`src/rtl/sat_pkg.sv`:
```
package sat_pkg;
  // frame-sequencer events handed to the shifter
  typedef struct packed {
    logic load;   // first bit of slot 0
    logic shift;  // later bit of slot 0
    logic idle;   // lead-in or a non-data slot
  } sat_ev_t;

  typedef enum logic {
    SRC_DIVIDER = 1'b0,
    SRC_PIN     = 1'b1
  } sat_clk_src_e;
endpackage

```
`src/rtl/sat_bitclk.sv`:
```
module sat_bitclk #(
  parameter int DIV_W = 8,
  parameter int SYNC_STAGES = 2
) (
  input  logic             clk,
  input  logic             rst_n,
  input  logic             run,
  input  sat_pkg::sat_clk_src_e src,
  input  logic [DIV_W-1:0] div,
  input  logic             ext_bclk,
  output logic             tick,
  output logic             lvl
);
  localparam int SH_W = SYNC_STAGES + 1;

  logic [DIV_W-1:0] cnt;
  logic             phase;
  logic [SH_W-1:0]  sync;
  logic             int_tick, ext_tick;

  always_ff @(posedge clk or negedge rst_n) begin
    if (!rst_n) begin
      cnt   <= '0;
      phase <= 1'b0;
      sync  <= '0;
    end else begin
      sync <= {sync[SH_W-2:0], ext_bclk};
      if (!run) begin
        cnt   <= '0;
        phase <= 1'b0;
      end else if (cnt == div) begin
        cnt   <= '0;
        phase <= ~phase;
      end else begin
        cnt <= cnt + 1'b1;
      end
    end
  end

  // a bit period starts on the falling edge of the chosen clock
  assign int_tick = run && phase && (cnt == div);
  assign ext_tick = run && !sync[SH_W-2] && sync[SH_W-1];

  always_comb begin
    if (src == sat_pkg::SRC_PIN) begin
      tick = ext_tick;
      lvl  = sync[SH_W-1];
    end else begin
      tick = int_tick;
      lvl  = phase;
    end
  end
endmodule

```
`src/rtl/sat_fifo.sv`:
```
module sat_fifo #(
  parameter int W = 32,
  parameter int DEPTH = 8,
  localparam int AW = (DEPTH > 1) ? $clog2(DEPTH) : 1,
  localparam int CW = $clog2(DEPTH + 1)
) (
  input  logic          clk,
  input  logic          rst_n,
  input  logic          push,
  input  logic [W-1:0]  wdata,
  input  logic          pop,
  output logic [W-1:0]  rdata,
  output logic [CW-1:0] count,
  output logic          full,
  output logic          empty
);
  localparam logic [AW-1:0] LAST = AW'(DEPTH - 1);

  logic [W-1:0]  mem [DEPTH];
  logic [AW-1:0] wp, rp;
  logic          do_push, do_pop;

  assign full    = (count == CW'(DEPTH));
  assign empty   = (count == '0);
  assign do_push = push && !full;
  assign do_pop  = pop && !empty;
  assign rdata   = mem[rp];

  always_ff @(posedge clk) begin
    if (do_push) mem[wp] <= wdata;
  end

  always_ff @(posedge clk or negedge rst_n) begin
    if (!rst_n) begin
      wp    <= '0;
      rp    <= '0;
      count <= '0;
    end else begin
      if (do_push) wp <= (wp == LAST) ? '0 : wp + 1'b1;
      if (do_pop)  rp <= (rp == LAST) ? '0 : rp + 1'b1;
      case ({do_push, do_pop})
        2'b10:   count <= count + 1'b1;
        2'b01:   count <= count - 1'b1;
        default: count <= count;
      endcase
    end
  end
endmodule

```
`src/rtl/sat_framer.sv`:
```
module sat_framer #(
  parameter int LEN_W = 5,
  parameter int SLOT_W = 4
) (
  input  logic              clk,
  input  logic              rst_n,
  input  logic              run,
  input  logic              tick,
  input  logic              cont,
  input  logic [LEN_W-1:0]  word_len,
  input  logic [SLOT_W-1:0] slots,
  output sat_pkg::sat_ev_t  ev,
  output logic              fsync
);
  logic [LEN_W-1:0]  bit_q, nbit;
  logic [SLOT_W-1:0] slot_q, nslot;
  logic              started;
  logic              last_bit, last_slot;

  assign last_bit  = (bit_q == word_len);
  assign last_slot = (slot_q == slots);
  assign nbit      = last_bit ? '0 : bit_q + 1'b1;
  assign nslot     = last_bit ? (last_slot ? '0 : slot_q + 1'b1) : slot_q;

  always_comb begin
    ev.load  = tick && started && (nslot == '0) && (nbit == '0);
    ev.shift = tick && started && (nslot == '0) && (nbit != '0);
    ev.idle  = tick && (!started || (nslot != '0));
  end

  always_ff @(posedge clk or negedge rst_n) begin
    if (!rst_n) begin
      bit_q   <= '0;
      slot_q  <= '0;
      started <= 1'b0;
      fsync   <= 1'b0;
    end else if (!run) begin
      bit_q   <= '0;
      slot_q  <= '0;
      started <= 1'b0;
      fsync   <= 1'b0;
    end else if (tick) begin
      if (!started) begin
        // lead-in: park on the final bit so the sync precedes frame 0
        started <= 1'b1;
        bit_q   <= word_len;
        slot_q  <= slots;
        fsync   <= cont;
      end else begin
        bit_q  <= nbit;
        slot_q <= nslot;
        fsync  <= cont && (nbit == word_len) && (nslot == slots);
      end
    end
  end
endmodule

```
`src/rtl/sat_shifter.sv`:
```
module sat_shifter #(
  parameter int DATA_W = 32,
  localparam int LEN_W = $clog2(DATA_W)
) (
  input  logic              clk,
  input  logic              rst_n,
  input  logic              run,
  input  sat_pkg::sat_ev_t  ev,
  input  logic              avail,
  input  logic [DATA_W-1:0] word,
  input  logic [LEN_W-1:0]  word_len,
  output logic              sdata,
  output logic              active
);
  localparam logic [LEN_W-1:0] TOP = LEN_W'(DATA_W - 1);

  logic [DATA_W-1:0] sh;
  logic [LEN_W-1:0]  align;

  assign align = TOP - word_len;
  assign sdata = active && sh[DATA_W-1];

  always_ff @(posedge clk or negedge rst_n) begin
    if (!rst_n) begin
      sh     <= '0;
      active <= 1'b0;
    end else if (!run) begin
      sh     <= '0;
      active <= 1'b0;
    end else if (ev.load) begin
      active <= avail;
      sh     <= avail ? (word << align) : '0;
    end else if (ev.shift) begin
      sh <= sh << 1;
    end else if (ev.idle) begin
      active <= 1'b0;
    end
  end
endmodule

```
`src/rtl/sat_tx.sv`:
```
module sat_tx #(
  parameter int DATA_W = 32,
  parameter int DIV_W = 8,
  parameter int SLOT_W = 4,
  parameter int FIFO_DEPTH = 8,
  localparam int LEN_W = $clog2(DATA_W),
  localparam int CNT_W = $clog2(FIFO_DEPTH + 1)
) (
  input  logic              clk,
  input  logic              rst_n,
  input  logic              cfg_en,
  input  logic              cfg_tx_en,
  input  logic              cfg_fifo_en,
  input  logic              cfg_gated,
  input  logic              cfg_ext_clk,
  input  logic [DIV_W-1:0]  cfg_div,
  input  logic [LEN_W-1:0]  cfg_word_len,
  input  logic [SLOT_W-1:0] cfg_slots,
  input  logic [CNT_W-1:0]  cfg_wmark,
  input  logic              ext_bclk,
  input  logic              s_valid,
  input  logic [DATA_W-1:0] s_data,
  output logic              s_ready,
  input  logic              urun_clr,
  output logic              bclk_o,
  output logic              fsync_o,
  output logic              sdata_o,
  output logic              urun_o,
  output logic              tx_req_o
);
  import sat_pkg::*;

  logic              run, tick, lvl, active;
  sat_ev_t           ev;
  sat_clk_src_e      src;
  logic              hold_full;
  logic [DATA_W-1:0] hold_data, fifo_rdata, word;
  logic [CNT_W-1:0]  fifo_count, fifo_free;
  logic              fifo_full, fifo_empty, fifo_push, fifo_pop;
  logic              avail, accept, urun_set;

  assign run = cfg_en && cfg_tx_en;
  assign src = cfg_ext_clk ? SRC_PIN : SRC_DIVIDER;

  sat_bitclk #(.DIV_W(DIV_W)) u_clk (
    .clk(clk), .rst_n(rst_n), .run(run), .src(src), .div(cfg_div),
    .ext_bclk(ext_bclk), .tick(tick), .lvl(lvl)
  );

  sat_framer #(.LEN_W(LEN_W), .SLOT_W(SLOT_W)) u_frm (
    .clk(clk), .rst_n(rst_n), .run(run), .tick(tick), .cont(!cfg_gated),
    .word_len(cfg_word_len), .slots(cfg_slots), .ev(ev), .fsync(fsync_o)
  );

  // word store: single holding register or the queue
  assign s_ready   = cfg_fifo_en ? !fifo_full : !hold_full;
  assign accept    = s_valid && s_ready;
  assign avail     = cfg_fifo_en ? !fifo_empty : hold_full;
  assign word      = cfg_fifo_en ? fifo_rdata : hold_data;
  assign fifo_push = accept && cfg_fifo_en;
  assign fifo_pop  = ev.load && cfg_fifo_en;

  sat_fifo #(.W(DATA_W), .DEPTH(FIFO_DEPTH)) u_fifo (
    .clk(clk), .rst_n(rst_n), .push(fifo_push), .wdata(s_data), .pop(fifo_pop),
    .rdata(fifo_rdata), .count(fifo_count), .full(fifo_full), .empty(fifo_empty)
  );

  always_ff @(posedge clk or negedge rst_n) begin
    if (!rst_n) begin
      hold_full <= 1'b0;
      hold_data <= '0;
    end else if (accept && !cfg_fifo_en) begin
      hold_full <= 1'b1;
      hold_data <= s_data;
    end else if (ev.load && !cfg_fifo_en) begin
      hold_full <= 1'b0;
    end
  end

  sat_shifter #(.DATA_W(DATA_W)) u_sh (
    .clk(clk), .rst_n(rst_n), .run(run), .ev(ev), .avail(avail), .word(word),
    .word_len(cfg_word_len), .sdata(sdata_o), .active(active)
  );

  // underrun: only a running continuous clock can miss a word
  assign urun_set = ev.load && !avail && !cfg_gated;

  always_ff @(posedge clk or negedge rst_n) begin
    if (!rst_n)        urun_o <= 1'b0;
    else if (urun_set) urun_o <= 1'b1;
    else if (urun_clr) urun_o <= 1'b0;
  end

  assign fifo_free = CNT_W'(FIFO_DEPTH) - fifo_count;
  assign tx_req_o  = cfg_fifo_en ? (fifo_free >= cfg_wmark) : !hold_full;
  assign bclk_o    = run && lvl && (!cfg_gated || active);
endmodule

```
`config.mk`:
```
export PLATFORM = sky130hd
export DESIGN_NAME = sat_tx
export DESIGN_NICKNAME = d
export VERILOG_FILES = /design/src/rtl/sat_pkg.sv /design/src/rtl/sat_bitclk.sv /design/src/rtl/sat_fifo.sv /design/src/rtl/sat_framer.sv /design/src/rtl/sat_shifter.sv /design/src/rtl/sat_tx.sv
export SDC_FILE = /design/constraint.sdc
export NUM_CORES = 1
export LEC_CHECK = 0
export BUFFER_PORTS_ARGS = -buffer_cell sky130_fd_sc_hd__buf_2
export CAP_MARGIN = 20
export CORE_UTILIZATION = 40
export CTS_BUF_LIST = sky130_fd_sc_hd__clkbuf_8
export DETAILED_ROUTE_END_ITERATION = 8
export PLACE_DENSITY = 0.6
export SLEW_MARGIN = 20
export SYNTH_ARGS = -nofsm -noshare
export SYNTH_HDL_FRONTEND = slang
export SYNTH_HIERARCHICAL = 1
export SYNTH_SLANG_ARGS = --single-unit
```
`constraint.sdc`:
```
create_clock -name clk -period 5.7 [get_ports clk]
set_input_delay 1.14 -clock clk [delete_from_list [all_inputs] [get_ports clk]]
set_output_delay 1.14 -clock clk [all_outputs]
set_load 0.01 [all_outputs]
```
---- After elaboration in Yosys (flattened, before gate mapping) ----
Memories as Yosys holds them, arrays and structs flattened.
Index checks and enable logic that the tools add are counted.
cells by class
  equal/unequal tests ..................... 15
  $add $sub $neg .......................... 9
  bitwise gates (word level) .............. 1
  muxes and demuxes ....................... 42
  reduce and logical (&&, ||, !) cells .... 43
  magnitude comparators ................... 1
  shifts and indexed selects .............. 1
operators by type and width
  kind                                                                      number
  32-bit 2-to-1 mux                                                         5
  32-bit by 5-bit left shift with 32-bit output                             1
  1-bit logical AND                                                         24
  1-bit 2-to-1 mux                                                          23
  4-bit 2-to-1 mux                                                          5
  5-bit 2-to-1 mux                                                          4
  8-bit 2-to-1 mux                                                          2
  5-bit equality test                                                       2
  4-bit by 1-bit adder with 4-bit output (second input constant)            2
  8-bit by 1-bit adder with 8-bit output (second input constant)            1
  4-bit equality test                                                       2
  8-bit equality test                                                       1
  1-bit zero test                                                           8
  4-bit zero test                                                           2
  4-bit case mux with 2 select lines                                        1
  3-bit by 1-bit adder with 3-bit output (second input constant)            2
  3-bit equality test (second input constant)                               2
  3-bit 2-to-1 mux                                                          2
  3-bit by 1-bit inequality test with 1-bit output (second input constant)  2
  2-bit nonzero test                                                        3
  5-bit by 1-bit adder with 5-bit output (second input constant)            1
  5-bit zero test                                                           1
  5-bit nonzero test                                                        1
  5-bit subtractor (first input constant)                                   1
  other kinds (12)                                                          14
storage, ports and cells
  bits in writable memories ............... 256
  memories ................................ 1
  register bits ........................... 100
  output and inout port bits .............. 6
  word-level logic and storage cells ...... 128
memories
  memory      words  width  rd ports  clocked after memory_dff  wr ports  line            source
  u_fifo.mem  8      32     1         0                         1         sat_fifo.sv:19  logic [W-1:0] mem [DEPTH];

---- Depth between registers and ports, before layout ----
Gate-level depths: netlist of the first run.
  depth after elaboration ................. 11
  gate-level depth with buffers ........... 16
  mapped depth without buffers ............ 16

---- Hierarchy ----
The synthesis of the first run kept the hierarchy.
modules (own cells, without submodules)
  module       cells an instance  times used  seq. area each (um2)  area an instance (um2)
  sat_fifo     438                1           7,937.6               10,334.9
  sat_shifter  286                1           825.8                 3,045.4
  sat_tx       137                1           850.8                 1,864.3
  sat_framer   148                1           275.3                 1,213.7
  sat_bitclk   55                 1           300.3                 581.8

---- Worst setup path after synthesis of the first run ----
OpenSTA, ideal clock, no wires.
  path kind ............................... in2reg
  from .................................... input cfg_fifo_en
  to ...................................... memory u_fifo.mem[0][0] (enable)
  stages .................................. 5
  arrival ................................. 4,858 ps
  setup time .............................. 501 ps
  path slack .............................. 341 ps
  cell sequence ........................... buf_6 -> inv_1 -> nor3b_1 -> nand2_2 -> nor4_1
between the ends
  word-level cells in the longest chain between the ends .. 6
ends and longest elaborated chain
  item                                        line            source
  start, declared                             sat_tx.sv:13    input logic cfg_fifo_en,
  1-bit 2-to-1 mux                            sat_tx.sv:56    assign s_ready = cfg_fifo_en ? !fifo_full : !hold_full;
  1-bit logical AND                           sat_tx.sv:57    assign accept = s_valid && s_ready;
  1-bit logical AND (*)                       sat_tx.sv:60    assign fifo_push = accept && cfg_fifo_en;
  net fifo_push                               sat_tx.sv:39    logic fifo_full, fifo_empty, fifo_push, fifo_pop;
  1-bit logical AND (*)                       sat_fifo.sv:25  assign do_push = push && !full;
  1-bit 2-to-1 mux (*)                        sat_fifo.sv:30  if (do_push) mem[wp] <= wdata;
  1-bit 2-to-1 mux (implied by the code) (*)  sat_fifo.sv:30
  end, declared                               sat_fifo.sv:19
The timed path passes the listed nets; every way through them passes the cells marked *.

==> flow_metrics.env, run 1 <==
export IMPL_outcome="complete, no violations"
export IMPL_grt_pass1_wl_mm=59.4
export IMPL_worst_pin_slew_ns=1.11
export IMPL_syn_nets=1143
export IMPL_gp_congestion=0.896
export IMPL_startpoint="cfg_slots[0]"
export IMPL_reg2regPathDepth=16
export IMPL_cts_buffers=58
export IMPL_synthCells=1064
export IMPL_setup_viol=0
export IMPL_cts_hold_buf=0
export IMPL_io_buffers=68
export IMPL_slowest_stage="nor4_4"
export IMPL_drive_gt1_frac=0.331
export IMPL_fp_dieH_um=208
export IMPL_n_fill_cell=3703
export IMPL_setup_tns_ns=0
export IMPL_slew_headroom=0.263
export IMPL_ant_nets=0
export IMPL_p_total_mw=6.07
export IMPL_die_area_um2=43400
export IMPL_synth_ff_latch_count=356
export IMPL_clk_pin_slew_ns=0.07
export IMPL_final_util=0.454
export IMPL_yosysSeqAreaShare=0.598
export IMPL_grt_max_degree=67
export IMPL_grt_pass1_vias=10100
export IMPL_end_kind="flip-flop"
export IMPL_clockBufferDepth=3
export IMPL_peakVddDrop_mv=0.200
export IMPL_io_pins=69
export IMPL_antenna_cells=0
export IMPL_path_cells="buf_2, xor2_1, nor4_4, nor4b_1, a21oi_2, and4b_1, and3_1, buf_4, inv_1, nor2_1, o41ai_2, inv_1, ha_1, ha_1, or4b_1, o311ai_0, o211ai_1"
export IMPL_cts_resized=0
export IMPL_areaGrowthSynthToFinish_pct=11.7
export IMPL_post_synth_num_cell_types=84
export IMPL_whs_path_depth=0
export IMPL_holdPathEnd="u_clk/sync[1]$_DFF_PN0_"
export IMPL_min_from="u_clk/sync[0]$_DFF_PN0_"
export IMPL_synth_avg_cell_area_um2=16.0
export IMPL_yosys_warnings=6
export IMPL_power_density_nw_per_um2=319
export IMPL_firstDrtPassIters=6
export IMPL_grtUsageTotal=0.178
export IMPL_skew_ns=0.0371
export IMPL_cp_start_kind="primary input"
export IMPL_hold_violations=0
export IMPL_cts_sinks=356
export IMPL_cts_setup_buffers=0
export IMPL_cap_violations=0
export IMPL_drc=0
export IMPL_place_hpwl_mm=22.7
export IMPL_synth_edf_count=256
export IMPL_cp_max_fo=15
export IMPL_critPathKind="primary input to flip-flop"
export IMPL_die_w_um=208
export IMPL_antenna_found_initial=2
export IMPL_coreArea_um2=41900
export IMPL_synthArstFlopShare=0.281
export IMPL_path_buf_inv=4
export IMPL_overflow=0
export IMPL_synth_ff_type="edfxtp_1"
export IMPL_crit_arrival_ns=4.82
export IMPL_worst_path_dominant_cell_family="simple AND/OR/NAND/NOR gates"
export IMPL_critPathRequiredTime_ns=6.22
export IMPL_clock_root_buffer="clkbuf_8"
export IMPL_p_leak_nw=6.85
export IMPL_row_count=75
export IMPL_fin_ws_ns=1.40
export IMPL_htree_levels=2
export IMPL_fin_hold_ws_ns=0.347
export IMPL_cpPeakStageDelay_ns=0.55
export IMPL_viasPerCell=5.66
export IMPL_drv_slew=0
export IMPL_wire_per_inst_um=21.8
export IMPL_initial_core_util=0.406
export IMPL_dpl_worst_slack_ns=0.783
export IMPL_synth_area_um2=17000
export IMPL_worstReg2RegStart="u_frm/slot_q[0]$_DFFE_PN0P_"
export IMPL_reg2reg_slack_ns=1.46
export IMPL_cts_tree="yes"
export IMPL_reg2reg_to="u_fifo/count[3]$_DFFE_PN0P_"
export IMPL_clock_latency_ns=0.67
export IMPL_rsz0062_at_grt="false"
export IMPL_finalNetCount=1227
export IMPL_vias=9830
export IMPL_initialDrtViolationCount=669
export IMPL_layout_min_cycle_time_ns=4.30
export IMPL_timing_fmax_ghz=0.233
export IMPL_wirelength_mm=37.9
export IMPL_holdCritPathClass="flip-flop to flip-flop"
export IMPL_finalCritPeriodShare=0.754
[per-stage QoR]
step / cell area [um^2] / cells
after global routing: 19000 / 1737
final: 19000 / 1737
after global placement: 17900 / 1627
after floorplan: 17000 / 1064
after detailed placement: 17900 / 1627
after CTS: 19000 / 1737
[state kept, by name, summed over array words and instances, names as in the netlist, 3 cells and up]
name and flops:
u_fifo/mem 256, hold_data 32, u_sh/sh 32, u_clk/cnt 8, u_frm/bit_q 5, u_fifo/count 4
u_frm/slot_q 4, u_clk/sync 3, u_fifo/rp 3, u_fifo/wp 3
[cell usage in the layout, fill, tap and decap left out, types with 6 or more instances in the layout]
| master | n |
|---|---|
| clkinv_1 | 11 |
| o21a_1 | 6 |
| a211oi_1 | 9 |
| edfxtp_1 | 256 |
| a21oi_1 | 26 |
| ha_1 | 15 |
| xor2_1 | 13 |
| o211a_1 | 7 |
| mux2_1 | 7 |
| and2_1 | 6 |
| dfrtp_1 | 97 |
| clkinv_2 | 9 |
| mux2i_1 | 28 |
| o221ai_1 | 9 |
| xnor2_1 | 17 |
| nand2b_1 | 6 |
| mux4_1 | 11 |
| o22ai_1 | 7 |
| a22oi_1 | 13 |
| nand2_1 | 38 |
| buf_2 | 67 |
| nor2b_1 | 13 |
| inv_1 | 49 |
| nor3_1 | 9 |
| o21ai_0 | 32 |
| buf_4 | 19 |
| mux2_2 | 111 |
| mux4_2 | 85 |
| clkbuf_8 | 69 |
| nor2_1 | 35 |
| nand3_1 | 14 |
[logic make-up (layout without fill, tap and decap cells)]
| kind of cell | after synthesis | in the layout | share of synthesized area |
|---|---|---|---|
| compound gates | 156 | 156 | 0.0655 |
| xor+xnor | 33 | 33 | 0.0183 |
| fa+ha+maj | 16 | 16 | 0.0122 |
| buf+inv | 95 | 229 | 0.0301 |
| flops | 356 | 356 | 0.598 |
| mux | 242 | 242 | 0.224 |
| simple gates | 166 | 166 | 0.0522 |
[power by group]
| group | switching, mW | total (mW) | internal [mW] |
|---|---|---|---|
| registers | 0.106 | 3.11 | 3.00 |
| clock network | 1.03 | 2.14 | 1.11 |
| logic | 0.469 | 0.814 | 0.345 |
| total | 1.61 | 6.07 | 4.46 |
[worst max-delay path by stage]
stage,endpoint,slack (ns),cells past startpoint
finish,u_fifo/count[3]$_DFFE_PN0P_,1.40,17
global route,u_fifo/count[3]$_DFFE_PN0P_,1.19,17
CTS,u_fifo/count[3]$_DFFE_PN0P_,1.47,17
detailed placement,u_fifo/count[3]$_DFFE_PN0P_,0.78,17
global placement,u_fifo/count[3]$_DFFE_PN0P_,0.90,17
floorplan,u_fifo/mem[0][0]$_DFFE_PP_,0.34,5
[synth_stat cells, types with 5 or more instances]
cell type    n  area share
dfrtp_1    100        0.15
ha_1        15       0.011
clkbuf_1    21      0.0046
o221ai_1     9      0.0046
a211oi_1     9      0.0040
nand3_1     14      0.0041
mux2_1       7      0.0046
o211a_1      7      0.0041
a221o_1      5      0.0029
mux2_2     111       0.073
buf_6       12      0.0079
nor3b_1      5      0.0022
edfxtp_1   256        0.45
buf_2       20      0.0059
a22oi_1     13      0.0057
inv_1       30      0.0066
o21ai_0     32      0.0094
nor3_1      13      0.0038
mux4_1      11       0.017
o22ai_1      7      0.0026
nand2b_1     6      0.0022
and2_1       6      0.0022
nand4_1      5      0.0018
xor2_1      13      0.0067
buf_1        6      0.0013
mux4_2      85        0.11
nand2_1     38      0.0084
o21a_1       6      0.0026
o211ai_1     5      0.0022
nor2_1      38      0.0084
mux2i_1     28       0.016
xnor2_1     17      0.0087
nor2b_1     13      0.0048
a21oi_1     26      0.0076
[layer usage]
metal | global-route usage | up-vias | wire, um
li1 | - | 4428 | -
met1 | 0.249 | 5083 | 17400
met2 | 0.277 | 261 | 17900
met3 | 0.0323 | 54 | 1750
met4 | 0.0662 | 4 | 816
met5 | 0 | - | 28
[layout make-up]
class	instances	area [um^2]	share of cell area
Timing Repair Buffer	88	518	0.0272
Sequential cell	356	10200	0.536
Multi-Input combinational cell	613	6390	0.336
Tap cell	539	674	0.0354
Inverter	31	116	0.00611
Clock inverter	41	194	0.0102
Clock buffer	69	950	0.0499
(Power assumes the default switching activity.)
==> inputs of run 2 (changes only) <==
ABC_AREA = 1   (was not set)
PLACE_DENSITY = 0.62   (was 0.6)
clock period = 3.9 ns   (was 5.7 ns; I/O delays follow)
==> run 2 against run 1 <==
  * Wire length is 21% higher
  * Sequential power is 47% higher
  * Final cell count rose by 72%
  * Total power increased by 52%
  * Clock-buffer cell count decreased by 1
  * Clock skew shrank 0.011 ns
  * First-iteration DRC count rose by 89%
  * Worst setup slack lost 0.82 ns
==> flow_metrics.env, run 2 <==
export IMPL_setup_tns_ns=0
export IMPL_p_total_mw=9.23
export IMPL_fin_ws_ns=0.584
export IMPL_worst_pin_slew_ns=0.958
export IMPL_worstSetupPathDepth=20
export IMPL_place_hpwl_mm=28.1
export IMPL_clock_root_buffer="clkbuf_8"
export IMPL_slew_headroom=0.361
export IMPL_synth_edf_count=256
export IMPL_skew_ns=0.0259
export IMPL_grt_max_degree=68
export IMPL_die_area_um2=47100
export IMPL_final_cell_area_um2=20600
export IMPL_io_buffers=68
export IMPL_initial_core_util=0.407
export IMPL_crit_arrival_ns=3.86
export IMPL_synth_ff_type="edfxtp_1"
export IMPL_clock_latency_ns=0.67
export IMPL_grt_pass1_vias=13800
export IMPL_cp_start_kind="flip-flop"
export IMPL_whs_path_depth=1
export IMPL_critPathKind="flip-flop to flip-flop"
export IMPL_cap_violations=0
export IMPL_areaGrowthSynthToFinish_pct=11.4
export IMPL_power_frac_seq=0.494
export IMPL_synthArstFlopShare=0.281
export IMPL_antenna_cells=0
export IMPL_hold_violations=0
export IMPL_cts_buffers=61
export IMPL_drive_gt1_frac=0.113
export IMPL_synthCells=2253
export IMPL_largest_reg_flops=256
export IMPL_peakVddDrop_mv=0.341
export IMPL_synth_area_um2=18500
export IMPL_p_sw_mw=2.63
export IMPL_die_w_um=217
export IMPL_synth_ff_latch_count=356
export IMPL_critPathRequiredTime_ns=4.45
export IMPL_grt_pass1_wl_mm=73.1
export IMPL_wire_per_inst_um=15.3
export IMPL_holdCritPathClass="primary input to flip-flop"
export IMPL_placed_cells=2863
export IMPL_cts_tree="yes"
export IMPL_grtUsageTotal=0.197
export IMPL_clockBufferDepth=3
export IMPL_setup_viol=0
export IMPL_clk_pin_slew_ns=0.06
export IMPL_synth_area_top_cells="edfxtp_1 42%, nand2_1 17%, dfrtp_1 14%, nand3_1 6.5%, nor2_1 5.8%"
export IMPL_reg2regPathDepth=20
export IMPL_placed_area_um2=19400
export IMPL_row_count=78
export IMPL_synth_most_common_cell="nand2_1"
export IMPL_final_util=0.453
export IMPL_finalCritPeriodShare=0.850
export IMPL_timing_fmax_ghz=0.302
export IMPL_ant_nets=0
export IMPL_layout_min_cycle_time_ns=3.32
export IMPL_slowest_stage="dfrtp_1"
export IMPL_fin_hold_ws_ns=0.249
export IMPL_cts_resized=0
export IMPL_cts_sinks=356
export IMPL_crit_top_cell="nand2_1"
export IMPL_wirelength_mm=45.7
export IMPL_dpl_worst_slack_ns=0.179
export IMPL_antenna_found_initial=1
export IMPL_path_buf_inv=2
export IMPL_final_cell_mix="836 x nand2_1, 288 x nor2_1, 265 x inv_1"
export IMPL_final_common_cell="nand2_1"
export IMPL_syn_nets=2332
export IMPL_yosysSeqAreaShare=0.551
export IMPL_vias=14500
export IMPL_rsz0062_at_grt="false"
export IMPL_instances_no_fill=2979
export IMPL_cts_hold_buf=0
export IMPL_fp_dieH_um=217
export IMPL_post_synth_num_cell_types=42
export IMPL_htree_levels=2
export IMPL_cpPeakStageDelay_ns=0.45
export IMPL_share_comb_of_total_power=0.149
export IMPL_synth_avg_cell_area_um2=8.21
export IMPL_firstDrtPassIters=5
export IMPL_coreArea_um2=45500
export IMPL_path_cells="xnor2_1, nand2_1, nor2_2, nand2_1, nand2_1, nand3_1, nor2_1, nand2_1, nor2_1, nand2_1, inv_1, nand2_1, inv_1, ha_1, ha_1, or2_2, nand2_1, nand2_1, nand3_1, nand2_1"
export IMPL_initialDrtViolationCount=1262
export IMPL_p_sw_frac=0.285
export IMPL_cts_setup_buffers=0
export IMPL_yosysTopAreaCellShare=0.415
export IMPL_end_kind="flip-flop"
export IMPL_netlist_top_cell_by_area="edfxtp_1"
export IMPL_yosys_warnings=6
export IMPL_top_register="u_fifo/mem"
export IMPL_overflow=0
export IMPL_cellInternalPower_mw=6.60
export IMPL_drv_slew=0
export IMPL_synth_common_cells="836 x nand2_1, 288 x nor2_1, 256 x edfxtp_1"
export IMPL_p_clk_frac=0.357
export IMPL_p_leak_nw=9.51
export IMPL_drc=0
export IMPL_viasPerCell=4.86
export IMPL_cp_max_fo=5
export IMPL_worst_path_dominant_cell_family="simple AND/OR/NAND/NOR gates"
export IMPL_gp_congestion=0.916
export IMPL_power_density_nw_per_um2=447
export IMPL_io_pins=69
export IMPL_outcome="complete, no violations"
export IMPL_largestRegisters="u_fifo/mem (256), hold_data (32), u_sh/sh (32)"
export IMPL_finalNetCount=2405
run 2: changes by cell type after synthesis, moves of 13 or more:
cell     before  now
nand2_1      38  836
nor2_1       38  288
nand3_1      14  241
inv_1        30  247
mux2_2      111    0
mux4_2       85    0
o21ai_2       1   30
mux2i_1      28    0
buf_2        20   39
a21oi_1      26   10
nand2_2       1   15
nor2b_1      13    0
run 2: layer usage:
metal  part of all wire  global-route usage  up-vias
met5            0.00018                   0        -
met4              0.024              0.0627        2
li1                   -                   -     7298
met1               0.44               0.253     6763
met3              0.048              0.0316       86
met2               0.48               0.338      337
run 2: final timing paths:
check                                            from                     endpoint  slack, ns
setup / recovery           u_frm/bit_q[2]$_DFFE_PN0P_  u_fifo/count[3]$_DFFE_PN0P_       0.58
hold / removal                               ext_bclk      u_clk/sync[0]$_DFF_PN0_       0.25
setup reg to reg           u_frm/bit_q[2]$_DFFE_PN0P_  u_fifo/count[3]$_DFFE_PN0P_       0.58
hold reg to reg               u_clk/sync[0]$_DFF_PN0_      u_clk/sync[1]$_DFF_PN0_       0.35
max in group asynchronous                       rst_n       u_clk/cnt[3]$_DFF_PN0_       2.87
min in group asynchronous                       rst_n    hold_data[26]$_DFFE_PN0P_       0.28
run 2: final cells by class:
class / instances / area (um^2)
Clock buffer: 68 / 936
Clock inverter: 48 / 272
Fill cell: 4502 / 24900
Inverter: 260 / 978
Multi-Input combinational cell: 1536 / 6780
Sequential cell: 356 / 10200
Tap cell: 600 / 751
Timing Repair Buffer: 111 / 716
run 2: kinds of logic after synthesis:
family / Yosys count / share of synthesized area
simple gates: 1411 / 0.309
buf+inv: 361 / 0.0859
flops: 356 / 0.551
compound gates: 90 / 0.0339
xor+xnor: 19 / 0.00899
fa+ha+maj: 16 / 0.0112
run 2: power groups by stage:
stage / registers (mW) / clock network (mW) / logic (mW)
2_1_floorplan: 4.60 / 0 / 0.969
4_1_cts: 4.56 / 3.39 / 1.38
6_report: 4.56 / 3.29 / 1.37
3_3_place_gp: 4.62 / 0 / 1.35
5_1_grt: 4.60 / 3.54 / 1.56
3_5_place_dp: 4.63 / 0 / 1.38
